### src/rtl/omt_pkg.sv
package omt_pkg;

    parameter int unsigned OMT_W = 32;

    typedef logic [OMT_W-1:0] omt_word_t;

    localparam logic [7:0] OFF_MATCH  = 8'h00;
    localparam logic [7:0] OFF_COUNT  = 8'h10;
    localparam logic [7:0] OFF_STATUS = 8'h14;
    localparam logic [7:0] OFF_ENABLE = 8'h1C;

    typedef struct packed {
        omt_word_t match;
        omt_word_t base;
        omt_word_t remain;
        logic      running;
    } core_state_t;

    typedef struct packed {
        logic      status;
        omt_word_t ien;
        omt_word_t rdata;
    } regs_state_t;

endpackage

### src/rtl/omt_tick_div.sv
module omt_tick_div #(
    parameter int unsigned TICK_DIV = 2
) (
    input  logic clk,
    input  logic rst_n,
    output logic tick_o
);

    generate
        if (TICK_DIV <= 1) begin : g_every
            assign tick_o = 1'b1;
        end else begin : g_div
            localparam int unsigned CW = $clog2(TICK_DIV);
            localparam logic [CW-1:0] LAST = CW'(TICK_DIV - 1);

            logic [CW-1:0] cnt_d, cnt_q;

            always_comb begin
                cnt_d = (cnt_q == LAST) ? '0 : cnt_q + 1'b1;
            end

            always_ff @(posedge clk or negedge rst_n) begin
                if (!rst_n) cnt_q <= '0;
                else        cnt_q <= cnt_d;
            end

            assign tick_o = (cnt_q == LAST);

            AST_TICK_GAP: assert property (@(posedge clk) disable iff (!rst_n)
                tick_o |=> !tick_o);
        end
    endgenerate

endmodule

### src/rtl/omt_core.sv
module omt_core
    import omt_pkg::*;
(
    input  logic      clk,
    input  logic      rst_n,
    input  logic      tick_i,
    input  logic      arm_i,
    input  omt_word_t arm_val_i,
    output logic      hit_o,
    output omt_word_t elapsed_o
);

    localparam omt_word_t ALL_ONES = '1;
    localparam omt_word_t ONE      = omt_word_t'(1);

    core_state_t q, d;
    logic        due;

    always_comb begin
        d   = q;
        due = tick_i && q.running && (q.remain <= ONE);
        if (arm_i) begin
            d.match   = arm_val_i;
            d.running = 1'b1;
            if (arm_val_i > q.base) d.remain = arm_val_i - q.base;
            else                    d.remain = arm_val_i + (ALL_ONES - q.base);
        end else if (due) begin
            d.remain  = '0;
            d.running = 1'b0;
            d.base    = q.match;
        end else if (tick_i && q.running) begin
            d.remain  = q.remain - ONE;
        end
    end

    always_ff @(posedge clk or negedge rst_n) begin
        if (!rst_n) q <= '0;
        else        q <= d;
    end

    assign hit_o     = due && !arm_i;
    assign elapsed_o = q.match - q.remain;

    AST_ARM_RUNS: assert property (@(posedge clk) disable iff (!rst_n)
        arm_i |=> q.running);

    AST_HIT_STOPS: assert property (@(posedge clk) disable iff (!rst_n)
        hit_o |=> (!q.running && q.base == q.match));

    AST_IDLE_STAYS: assert property (@(posedge clk) disable iff (!rst_n)
        (!q.running && !arm_i) |=> (!q.running && $stable(q.remain)));

    AST_WRITE_WINS: assert property (@(posedge clk) disable iff (!rst_n)
        (arm_i && tick_i && q.running) |=> (q.running && q.match == $past(arm_val_i)));

endmodule

### src/rtl/omt_regs.sv
module omt_regs
    import omt_pkg::*;
#(
    parameter int unsigned ADDR_W = 8
) (
    input  logic              clk,
    input  logic              rst_n,
    input  logic              bus_valid,
    input  logic              bus_write,
    input  logic [ADDR_W-1:0] bus_addr,
    input  omt_word_t         bus_wdata,
    input  logic              hit_i,
    input  omt_word_t         elapsed_i,
    output logic              arm_o,
    output omt_word_t         rdata_o,
    output logic              irq_o
);

    regs_state_t q, d;
    logic wr, rd, sel_match, sel_count, sel_status, sel_enable;

    always_comb begin
        wr         = bus_valid && bus_write;
        rd         = bus_valid && !bus_write;
        sel_match  = (bus_addr == ADDR_W'(OFF_MATCH));
        sel_count  = (bus_addr == ADDR_W'(OFF_COUNT));
        sel_status = (bus_addr == ADDR_W'(OFF_STATUS));
        sel_enable = (bus_addr == ADDR_W'(OFF_ENABLE));

        d = q;
        if (hit_i && q.ien != '0)
            d.status = 1'b1;
        else if (wr && sel_status && bus_wdata == '0)
            d.status = 1'b0;

        if (wr && sel_enable)
            d.ien = bus_wdata;

        if (rd) begin
            if (sel_count)       d.rdata = elapsed_i;
            else if (sel_status) d.rdata = omt_word_t'(q.status);
            else if (sel_enable) d.rdata = q.ien;
            else                 d.rdata = '0;
        end
    end

    always_ff @(posedge clk or negedge rst_n) begin
        if (!rst_n) q <= '0;
        else        q <= d;
    end

    assign arm_o   = wr && sel_match;
    assign rdata_o = q.rdata;
    assign irq_o   = q.status;

    AST_FLAG_CAUSE: assert property (@(posedge clk) disable iff (!rst_n)
        $rose(q.status) |-> $past(hit_i && q.ien != '0));

    AST_SET_ON_HIT: assert property (@(posedge clk) disable iff (!rst_n)
        (hit_i && q.ien != '0) |=> q.status);

    AST_CLEAR_ZERO: assert property (@(posedge clk) disable iff (!rst_n)
        (wr && sel_status && bus_wdata == '0 && !hit_i) |=> !q.status);

    AST_UNMAPPED_ZERO: assert property (@(posedge clk) disable iff (!rst_n)
        (rd && !sel_count && !sel_status && !sel_enable) |=> (q.rdata == '0));

endmodule

### src/rtl/omt_timer.sv
module omt_timer
    import omt_pkg::*;
#(
    parameter int unsigned ADDR_W   = 8,
    parameter int unsigned TICK_DIV = 2
) (
    input  logic              clk,
    input  logic              rst_n,
    input  logic              bus_valid,
    input  logic              bus_write,
    input  logic [ADDR_W-1:0] bus_addr,
    input  logic [OMT_W-1:0]  bus_wdata,
    output logic [OMT_W-1:0]  bus_rdata,
    output logic              irq
);

    logic      tick, arm, hit;
    omt_word_t elapsed;

    omt_tick_div #(.TICK_DIV(TICK_DIV)) u_div (
        .clk    (clk),
        .rst_n  (rst_n),
        .tick_o (tick)
    );

    omt_core u_core (
        .clk       (clk),
        .rst_n     (rst_n),
        .tick_i    (tick),
        .arm_i     (arm),
        .arm_val_i (bus_wdata),
        .hit_o     (hit),
        .elapsed_o (elapsed)
    );

    omt_regs #(.ADDR_W(ADDR_W)) u_regs (
        .clk       (clk),
        .rst_n     (rst_n),
        .bus_valid (bus_valid),
        .bus_write (bus_write),
        .bus_addr  (bus_addr),
        .bus_wdata (bus_wdata),
        .hit_i     (hit),
        .elapsed_i (elapsed),
        .arm_o     (arm),
        .rdata_o   (bus_rdata),
        .irq_o     (irq)
    );

    AST_IRQ_LEVEL: assert property (@(posedge clk) disable iff (!rst_n)
        (irq && !(bus_valid && bus_write && bus_addr == ADDR_W'(OFF_STATUS))) |=> irq);

endmodule

### config.mk
export PLATFORM = sky130hd
export DESIGN_NAME = omt_timer
export DESIGN_NICKNAME = d
export VERILOG_FILES = /design/src/rtl/omt_pkg.sv /design/src/rtl/omt_tick_div.sv /design/src/rtl/omt_core.sv /design/src/rtl/omt_regs.sv /design/src/rtl/omt_timer.sv
export SDC_FILE = /design/constraint.sdc
export NUM_CORES = 1
export LEC_CHECK = 0
export BUFFER_PORTS_ARGS = -buffer_cell sky130_fd_sc_hd__buf_2
export CAP_MARGIN = 20
export CORE_MARGIN = 10
export CORE_UTILIZATION = 35
export CTS_CLUSTER_DIAMETER = 200
export DETAILED_ROUTE_END_ITERATION = 8
export PLACE_DENSITY = 0.58
export SYNTH_ARGS = -nofsm -noshare
export SYNTH_HDL_FRONTEND = slang
export SYNTH_HIERARCHICAL = 1
export SYNTH_SLANG_ARGS = --single-unit
### constraint.sdc
create_clock -name clk -period 3.5 [get_ports clk]
set_input_delay 0.525 -clock clk [delete_from_list [all_inputs] [get_ports clk]]
set_output_delay 0.525 -clock clk [all_outputs]
set_load 0.01 [all_outputs]
==> results.json, run 1 <==
{
  "peakVddDrop_uv": 302.4,
  "antenna_left": 0,
  "cts_buffer_depth": 2,
  "dieArea_um2": 40530,
  "cts_made_buffers": 17,
  "grt_max_degree": 78,
  "synth_edf_count": 0,
  "grt_pass1_vias": 10366,
  "start_kind": "flip-flop",
  "synth.most_common_cell": "dfrtp_1",
  "leakage_nw": 6.893,
  "cp_data_required_time_ns": 3.83,
  "crit_family": "compound AO/OA/AOI/OAI gates",
  "start_util_pct": 35.46,
  "synth_top_area_share_pct": 35.44,
  "crit_path_top_delay_cell": "dfrtp_1",
  "skew_ns": 0.009695,
  "place_inst": 1913,
  "die_h_um": 201.3,
  "grt_util_all_layers_pct": 17.83,
  "worstPathCellList": "ha_4, fa_2, nand3b_1, a21boi_2, o21a_1, buf_4, o211ai_2, and3_4, nor2_2, a311o_1, and2_4, buf_4, nor3_1, o41ai_2, buf_4, nand3_1",
  "cts_root_buf": "clkbuf_16",
  "maxSlewHeadroom_pct": 29.01,
  "ys_types": 79,
  "ios": 77,
  "htreeDepth": 4,
  "clk_pin_slew_ns": 0.07,
  "p_total_mw": 4.777,
  "async_flop_share_pct": 100.0,
  "synth.avg_cell_area_um2": 8.860,
  "setup_ws_ns": 0.1654,
  "min_period_ns": 3.335,
  "port_buffers": 76,
  "p_per_area_nw_per_um2": 331.7,
  "final_util_pct": 44.38,
  "endpoint_kind": "flip-flop",
  "area_delta_synth_final_pct": 25.14,
  "hpwlAfterDp_um": 29400,
  "finalHoldViolations": 0,
  "gp_congestion": 0.9535,
  "syn_nets": 1412,
  "cpPeakStageDelay_ns": 0.42,
  "clock.fmax_mhz": 299.9,
  "period_share_pct": 95.28,
  "drt_iter0_markers": 852,
  "n_antenna_cell": 0,
  "core.rowCount": 66,
  "grt_setup_unrepaired": "yes",
  "crit_top_cell": "buf_4",
  "cp.arrival_ns": 3.66,
  "vias_per_cell": 5.388,
  "layout-drive-gt1-share_pct": 29.19,
  "synthesis.area_um2": 11510,
  "maxSlewViolCount": 0,
  "ys_top_cells_by_area": "dfrtp_1 (35%), ha_1 (7.2%), o21ai_0 (4.8%)",
  "finalWirelength_um": 37110,
  "maxCapViolCount": 0,
  "clock_sinks": 163,
  "antenna_found_initial": 0,
  "tightest_slew_ns": 1.065,
  "nNetsFinal": 1614,
  "worstSkewPairLatency_ns": 0.45,
  "ys.flop_type": "dfrtp_1",
  "die_x_um": 201.3,
  "path_max_fanout": 3,
  "globalRouteOverflowTotal": 0,
  "hp-class": "in -> reg",
  "fp.coreArea_um2": 32450,
  "status": "finished clean",
  "fin_cells": 1956,
  "syn_inst": 1299,
  "yosysSeqAreaShare_pct": 35.44,
  "yosysTopAreaCell": "dfrtp_1",
  "vias": 10539,
  "grt_pass1_wl_um": 57720,
  "drtPass1Iterations": 5,
  "synth_commonest_cells": "dfrtp_1 (163), nand2_1 (129), o21ai_0 (111)",
  "ys_seq_elements": 163,
  "crit_type": "reg -> reg",
  "pre_cts_ws_ns": -0.3210,
  "cp_num_buf_inv": 3,
  "setup_viol": 0,
  "drt-wirelength-per-cell_um": 18.97,
  "ys_warn_count": 6,
  "cts_tree": "built",
  "drc": 0
}
-- layout by cell type, fill, tap and decap left out, types with 6 or more instances in the layout --
cell and instances:
a21o_1 19, a21oi_1 89, a21oi_2 8, a22oi_1 32, a31oi_1 7, and2_1 10, and3_1 15, buf_2 75
buf_4 198, clkbuf_16 17, dfrtp_1 163, ha_1 56, ha_4 10, inv_1 94, mux2_2 34, mux2_4 30
mux2i_1 7, nand2_1 128, nand2b_1 9, nand3_1 20, nand4_1 20, nor2_1 69, nor2b_1 6, nor3_1 27
nor4_1 26, o211ai_1 9, o21a_1 16, o21ai_0 106, o21bai_1 14, o31ai_1 33, xnor2_1 31, xor2_1 13
-- final timing paths --
kind	startpoint	end	slack [ns]	depth (start not counted)
setup / recovery	u_core/q[33]	u_core/q[18]	0.17	16
hold / removal	bus_wdata[12]	u_regs/q[44]	0.44	2
setup reg to reg	u_core/q[33]	u_core/q[18]	0.17	16
hold reg to reg	u_div/tick_o	u_div/tick_o	0.44	1
max in group asynchronous	rst_n	u_regs/rdata_o[2]	1.95	3
min in group asynchronous	rst_n	u_core/q[60]	0.54	2
-- where the power goes --
| part | leakage (nW) | switching, mW | total [mW] | internal [mW] |
|---|---|---|---|---|
| logic | 4.59 | 0.458 | 0.817 | 0.358 |
| clock network | 0.302 | 0.814 | 1.99 | 1.18 |
| registers | 2.00 | 0.0394 | 1.97 | 1.93 |
| total | 6.89 | 1.31 | 4.78 | 3.47 |
-- flip-flops by register name, indices dropped and copies added, names as in the netlist --
register,flops
u_div/tick_o,1
u_regs/rdata_o,32
u_regs/q,32
u_regs/irq_o,1
u_core/q,97
-- per-stage QoR --
step | setup TNS [ns] | instance area [um2] | hold slack, ns
5_1_grt | -0.09716 | 14400 | 0.4332
4_1_cts | -0.02571 | 14030 | 0.4212
6_report | 0 | 14400 | 0.4389
3_3_place_gp | -2.371 | 13360 | 0.4196
3_5_place_dp | -3.243 | 13360 | 0.4316
2_1_floorplan | 0 | 11510 | 0.2294
-- what timing repair did --
item | CTS | global route
hold buffers | 1 | 0
hold endpoints to repair | 11 | 0
resized for setup | 5 | 56
endpoints found under the setup margin | 3 | 22
pin swaps | 2 | 29
buffers inserted | 1 | 8
-- worst reg2reg max path: cells and delay by family (launching register included) --
family                     cells  cell delay [ns]
DFF                            1             0.42
AOI/OAI and AO/OA              5             1.04
adders and majority gates      2             0.59
buffers and inverters          3             0.39
and+or+nand+nor                6             0.76
-- logic make-up (layout without fill, tap and decap cells) --
kind of cell,Yosys count,count (layout),share of synthesized area [%]
xor gates and xnor gates,44,44,3.349
buffers and inverters,191,406,7.915
muxes,71,71,7.850
AOI/OAI and AO/OA,395,395,21.98
DFF,163,163,35.44
and+or+nand+nor,366,366,15.76
adders and majority gates,69,69,7.697
-- per-layer routing --
metal	GRT usage, %	share of wire, %	vias up
met3	2.843	5.9	54
met2	29.13	47	372
met4	5.772	2.1	0
met1	23.57	45	5054
li1	-	-	5059
met5	0	0	-
-- cell type report --
class,instances,area (um2)
Fill cell,3172,18050
Clock inverter,12,155.1
Sequential cell,163,4079
Inverter,96,360.3
Tap cell,442,553.0
Timing Repair Buffer,278,1934
Clock buffer,20,466.7
Multi-Input combinational cell,945,6853
Power figures use the tool's default switching activity.
==> run 2, diff against run 1 <==
- clock period: 3.5 -> 3.7 ns (I/O delays scaled with it)
==> run 2 against run 1 <==
Against the previous run:
- sequential cell count did not move
- sequential share of layout area increased by 2.0 points
- register-to-register slack better by 0.05 ns
- non-clock buffer count decreased by 89
- design area fell by 6.5%
- sequential power fell by 6%
- die area unchanged
- setup slack gained 0.054 ns
- critical path type unchanged
- critical endpoint is now u_core/q[30]
- largest cell class unchanged
==> results.json, run 2 (synthesized netlist as in run 1, its figures left out) <==
{
  "tightest_slew_ns": 1.099,
  "htreeDepth": 4,
  "hpwlAfterDp_um": 29110,
  "vias": 10161,
  "port_buffers": 76,
  "antenna_found_initial": 1,
  "finalWirelength_um": 36660,
  "tns_ns": 0,
  "grt_setup_unrepaired": "no",
  "start_util_pct": 35.46,
  "clk_pin_slew_ns": 0.07,
  "drc": 0,
  "globalRouteOverflowTotal": 0,
  "netSwitchingPower_mw": 1.205,
  "grt_util_all_layers_pct": 17.87,
  "nNetsFinal": 1525,
  "area_delta_synth_final_pct": 17.05,
  "skew_ns": 0.01154,
  "n_antenna_cell": 0,
  "maxSlewHeadroom_pct": 26.71,
  "peakVddDrop_uv": 284.6,
  "drtPass1Iterations": 6,
  "antenna_left": 0,
  "finalHoldViolations": 0,
  "path_max_fanout": 3,
  "r2r_setup_slack_ns": 0.22,
  "ctsHoldBuffers": 0,
  "period_share_pct": 94.07,
  "clock_sinks": 163,
  "drt-wirelength-per-cell_um": 19.63,
  "p_int_mw": 3.293,
  "drt_iter0_markers": 920,
  "crit_type": "reg -> reg",
  "mostFrequentLayoutCells": "dfrtp_1 (163), nand2_1 (129), buf_4 (109), o21ai_0 (109), inv_1 (95)",
  "vias_per_cell": 5.442,
  "cts_made_buffers": 17,
  "reg2reg_to": "u_core/q[30]",
  "maxCapViolCount": 0,
  "p_total_mw": 4.498,
  "pwr-share-seq_pct": 41.4,
  "worstSkewPairLatency_ns": 0.44,
  "regMostFlops": "u_core/q",
  "hp-class": "in -> async",
  "grt_pass1_vias": 9956,
  "mostFrequentLayoutCell": "dfrtp_1",
  "start_kind": "flip-flop",
  "fp.coreArea_um2": 32450,
  "p_per_area_nw_per_um2": 333.9,
  "dieArea_um2": 40530,
  "reg2reg_from": "u_core/q[33]",
  "cp_data_required_time_ns": 4.04,
  "min_period_ns": 3.481,
  "die_x_um": 201.3,
  "gp_congestion": 0.9230,
  "cts_buffer_depth": 2,
  "layout-drive-gt1-share_pct": 22.04,
  "largest_reg_flops": 97,
  "cts_tree": "built",
  "cts_root_buf": "clkbuf_16",
  "cp.arrival_ns": 3.82,
  "grt_pass1_wl_um": 57430,
  "setup_viol": 0,
  "clock.fmax_mhz": 287.3,
  "leakage_nw": 6.446,
  "combPwrFrac_pct": 15.0,
  "clock_power_share_pct": 43.5,
  "endpoint_kind": "flip-flop",
  "maxSlewViolCount": 0,
  "die_h_um": 201.3,
  "ios": 77,
  "swShare_pct": 26.78,
  "status": "finished clean",
  "core.rowCount": 66,
  "grt_max_degree": 88,
  "reg2reg_depth": 13
}
## run 2: changes by cell type in the layout (fill, tap and decap cells not counted), moves of 3 or more
cell       delta
a21oi_1       +5
clkinv_4      -3
buf_4        -89
o2111ai_1     +3
o21ai_0       +3
clkbuf_8      -3
ha_4         -10
a21oi_2       -5
ha_1         +10
a21boi_2      -3
## run 2: area by class of cell
cell class                 instances  area, um2
timing repair buffer             189       1292
fill                            3273      18980
clock buffer                      19      432.9
sequential                       163       4079
multi-input combinational        945       6546
tap                              442      553.0
clock inverter                    13      206.4
inverter                          96      360.3
## run 2: how the worst max path moves through the flow
| stage | start | end | slack, ns | depth (start not counted) |
|---|---|---|---|---|
| 3_5_place_dp | bus_wdata[0] | u_core/q[30] | -0.08 | 15 |
| 4_1_cts | u_core/q[2] | u_regs/rdata_o[31] | 0.05 | 16 |
| 6_report | u_core/q[33] | u_core/q[30] | 0.22 | 13 |
| 5_1_grt | u_core/q[65] | u_regs/rdata_o[30] | 0.01 | 17 |
| 2_1_floorplan | bus_wdata[0] | u_core/q[30] | 0.42 | 14 |
| 3_3_place_gp | bus_wdata[19] | u_core/q[28] | -0.03 | 14 |
## run 2: routing by layer
metal	wire [um]	track usage, %
met1	16820	23.62
met3	1914	2.811
met5	13	0
met2	16560	28.28
met4	1343	7.893
## run 2: power groups by stage
stage / Clock [mW] / Sequential [mW] / Combinational [mW]
2_1_floorplan: 0 / 1.89 / 0.337
3_3_place_gp: 0 / 1.90 / 0.654
3_5_place_dp: 0 / 1.90 / 0.658
4_1_cts: 2.01 / 1.86 / 0.661
5_1_grt: 2.08 / 1.87 / 0.748
6_report: 1.96 / 1.86 / 0.676
## run 2: per-stage QoR
step / instances / area [um2] / util (%) / worst slack [ns] / hold WS, ns
finish: 1867 / 13470 / 41.51 / 0.2193 / 0.1871
global placement: 1832 / 12770 / 39.36 / -0.03095 / 0.4271
floorplan: 1299 / 11510 / - / 0.4201 / 0.2594
detailed placement: 1832 / 12770 / 39.36 / -0.08309 / 0.4302
global route: 1867 / 13470 / 41.51 / 0.01081 / 0.2560
CTS: 1864 / 13410 / 41.33 / 0.05457 / 0.2287
## run 2: worst max-delay path: stages, from the launching register on
cell and delay (ns):
dfrtp_1 0.39, ha_1 0.21, fa_1 0.42, nand3b_1 0.21, a21boi_1 0.22, o21a_1 0.18
o21ai_1 0.12, a21oi_2 0.21, nor2_2 0.06, a311o_1 0.30, a2111oi_2 0.45, o2111ai_1 0.18
and3_1 0.23, o31ai_2 0.22
## run 2: repair_timing
action                     CTS  global route
setup endpoints to repair    0             5
buffers inserted             0             2
resized for setup            0             7
==> run 3, diff against run 2 <==
- SYNTH_HIERARCHICAL: 1 -> not set
==> run 3 against run 2 <==
Against the previous run:
- area after synthesis fell by 0.76%
- largest power group is now sequential cells
- combinational power grew 70%
- first-iteration DRC count decreased by 8.2%
- non-clock buffer count fell by 37
- sequential power increased by 10%
- highest routed layer is now met4
- sequential cell count is the same
- setup slack better by 0.13 ns
- critical path type unchanged
- clock skew up 0.0052 ns
- design area decreased by 3.4%
==> results.json, run 3 <==
{
  "synth_top_area_share_pct": 35.71,
  "fin_area_um2": 13020,
  "regMostFlops": "u_core.q",
  "grt_max_degree": 93,
  "fp.coreArea_um2": 32370,
  "peakVddDrop_uv": 296.0,
  "ys_seq_elements": 163,
  "grt_util_all_layers_pct": 18.15,
  "p_per_area_nw_per_um2": 387.7,
  "largest_reg_flops": 97,
  "ctsHoldBuffers": 0,
  "synthMuxAreaShare_pct": 7.000,
  "clk_pin_slew_ns": 0.07,
  "cts_setup_buffers": 0,
  "met3_wirelength_um": 2059,
  "drt_iter0_markers": 845,
  "drt-wirelength-per-cell_um": 19.83,
  "synth_xor_area_share_pct": 4.218,
  "min_period_ns": 3.354,
  "synth_fa_ha_area_share_pct": 7.756,
  "ys_warn_count": 0,
  "nNetsFinal": 1515,
  "drc": 0,
  "top_layer": "met4",
  "synth.most_common_cell": "nand2_1",
  "synth-simple-area-share_pct": 18.36,
  "vias": 10083,
  "grt_pass1_vias": 10035,
  "skew_ns": 0.01670,
  "reg2reg_depth": 15,
  "worstSkewPairLatency_ns": 0.45,
  "multi_input_area_um2": 6486,
  "finalHoldViolations": 0,
  "layout-drive-gt1-share_pct": 19.02,
  "r2r_setup_slack_ns": 0.35,
  "cts_tree": "built",
  "cts_root_buf": "clkbuf_16",
  "finalWirelength_um": 36820,
  "seq_area_um2": 4079,
  "die_x_um": 200.6,
  "yosysTopAreaCell": "dfrtp_1",
  "clock.fmax_mhz": 298.2,
  "synth_compound_area_share_pct": 19.27,
  "ys_types": 70,
  "synth.avg_cell_area_um2": 8.587,
  "worstPathCellList": "inv_1, ha_1, inv_1, fa_1, a21o_1, a21oi_1, o21bai_1, a21o_1, a21oi_2, o31ai_1, a31oi_1, o21ai_0, a21oi_1, xor2_1, o21ai_0",
  "htreeDepth": 4,
  "mostFrequentLayoutCells": "nand2_1 (175), dfrtp_1 (163), a21oi_1 (101)",
  "syn_nets": 1443,
  "grt_pass1_wl_um": 58480,
  "port_buffers": 76,
  "ios": 77,
  "mostFrequentLayoutCell": "nand2_1",
  "clock_sinks": 163,
  "period_share_pct": 90.64,
  "drtPass1Iterations": 5,
  "ys_top_cells_by_area": "dfrtp_1 (36%), ha_1 (7.2%), mux2_2 (6.2%)",
  "synth_commonest_cells": "nand2_1 (176), dfrtp_1 (163), a21oi_1 (102)",
  "tns_ns": 0,
  "vias_per_cell": 5.430,
  "async_flop_share_pct": 100.0,
  "crit_family": "compound AO/OA/AOI/OAI gates",
  "dpl-instance-area_um2": 12420,
  "reg2reg_from": "u_core.q[65]",
  "core.rowCount": 66,
  "fill_cells": 3311,
  "crit_type": "reg -> reg",
  "path_max_fanout": 4,
  "area_delta_synth_final_pct": 13.99,
  "maxSlewViolCount": 0,
  "cp.arrival_ns": 3.66,
  "tightest_slew_ns": 0.9101,
  "setup_viol": 0,
  "hp-class": "in -> async",
  "maxCapViolCount": 0,
  "drt-met1-wl_um": 16970,
  "start_kind": "flip-flop",
  "leakage_nw": 6.296,
  "dieArea_um2": 40260,
  "die_h_um": 200.6,
  "cpPeakStageDelay_ns": 0.41,
  "reg2reg_to": "u_regs.rdata_o[30]",
  "antenna_left": 0,
  "syn_inst": 1330,
  "cp_num_buf_inv": 2,
  "synth_edf_count": 0,
  "status": "finished clean",
  "globalRouteOverflowTotal": 0,
  "cts_made_buffers": 17,
  "cts_buffer_depth": 2,
  "hpwlAfterDp_um": 28940,
  "ys.flop_type": "dfrtp_1",
  "synth_top_family_by_area": "compound AO/OA/AOI/OAI gates",
  "gp_congestion": 0.8926,
  "antenna_found_initial": 1,
  "synthesis.area_um2": 11420,
  "cp_data_required_time_ns": 4.01,
  "start_util_pct": 35.28,
  "wl_met2_um": 16700,
  "maxSlewHeadroom_pct": 39.33,
  "endpoint_kind": "flip-flop",
  "grt_setup_unrepaired": "no",
  "crit_path_top_delay_cell": "fa_1",
  "yosysSeqAreaShare_pct": 35.71
}
[run 3: cell types whose count changed in the layout (fill, tap and decap cells not counted), moves of 21 or more]
cell     change
nor2_1      +21
mux2_2      +29
mux2_4      -28
nand2_1     +46
a22oi_1     -26
a21o_1      +21
o31ai_1     -30
buf_4       -35
o21ai_0     -21
[run 3: routing by layer]
metal	vias up	global-route usage (%)
met5	-	0
met4	0	7.006
met3	61	3.260
met2	301	28.72
met1	4900	24.13
li1	4821	-
[run 3: worst reg2reg max path, delay by kind of cell (launching register included)]
kind	cells	cell delay (ns)
xor+xnor	1	0.18
buf+inv	2	0.14
compound gates	10	1.97
flops	1	0.36
fa+ha+maj	2	0.58
[run 3: per-stage QoR]
stage / hold WS (ns) / worst slack [ns] / utilization [%] / std cells / total power, mW
floorplan: 0.2594 / 0.4367 / - / 1330 / 2.781
global placement: 0.4324 / 0.1618 / 38.38 / 1825 / 3.203
detailed placement: 0.4390 / 0.05223 / 38.38 / 1825 / 3.205
CTS: 0.2249 / 0.2406 / 40.20 / 1856 / 5.059
global route: 0.2529 / 0.1066 / 40.22 / 1857 / 5.295
finish: 0.1619 / 0.3463 / 40.22 / 1857 / 5.047
[run 3: kinds of logic (layout without fill, tap and decap cells)]
| kind of cell | after synthesis | after routing |
|---|---|---|
| and+or+nand+nor | 450 | 450 |
| AOI/OAI and AO/OA | 336 | 336 |
| buffers and inverters | 186 | 270 |
| DFF | 163 | 163 |
| muxes | 71 | 71 |
| adders and majority gates | 69 | 69 |
| xor gates and xnor gates | 55 | 55 |
| other | 0 | 1 |
[run 3: repair_timing]
action                                  CTS  global route
endpoints found under the setup margin    0             1
hold endpoints to repair                  0             0
gates resized for setup                   0             1
[run 3: worst max-delay path by stage]
stage / from / end / slack, ns / depth (start not counted)
6_report: u_core.q[65] / u_regs.rdata_o[30] / 0.35 / 15
4_1_cts: u_core.q[65] / u_regs.rdata_o[30] / 0.24 / 15
2_1_floorplan: bus_wdata[29] / u_core.q[32] / 0.44 / 13
5_1_grt: u_core.q[2] / u_regs.rdata_o[21] / 0.11 / 13
3_3_place_gp: bus_wdata[21] / u_core.q[18] / 0.16 / 15
3_5_place_dp: bus_wdata[27] / u_core.q[14] / 0.05 / 15
[run 3: power breakdown]
| group | leakage, nW | total [mW] | internal (mW) | switching (mW) |
|---|---|---|---|---|
| Combinational | 3.91 | 1.15 | 0.443 | 0.709 |
| Clock | 0.276 | 1.85 | 1.06 | 0.789 |
| Sequential | 2.11 | 2.05 | 1.90 | 0.144 |
[run 3: layout make-up]
class	count	share of cell area, %
antenna	1	0.01922
timing repair buffer	152	7.544
tap	442	4.248
clock inverter	12	1.201
sequential	163	31.33
clock buffer	19	3.325
multi-input combinational	981	49.82
inverter	87	2.508
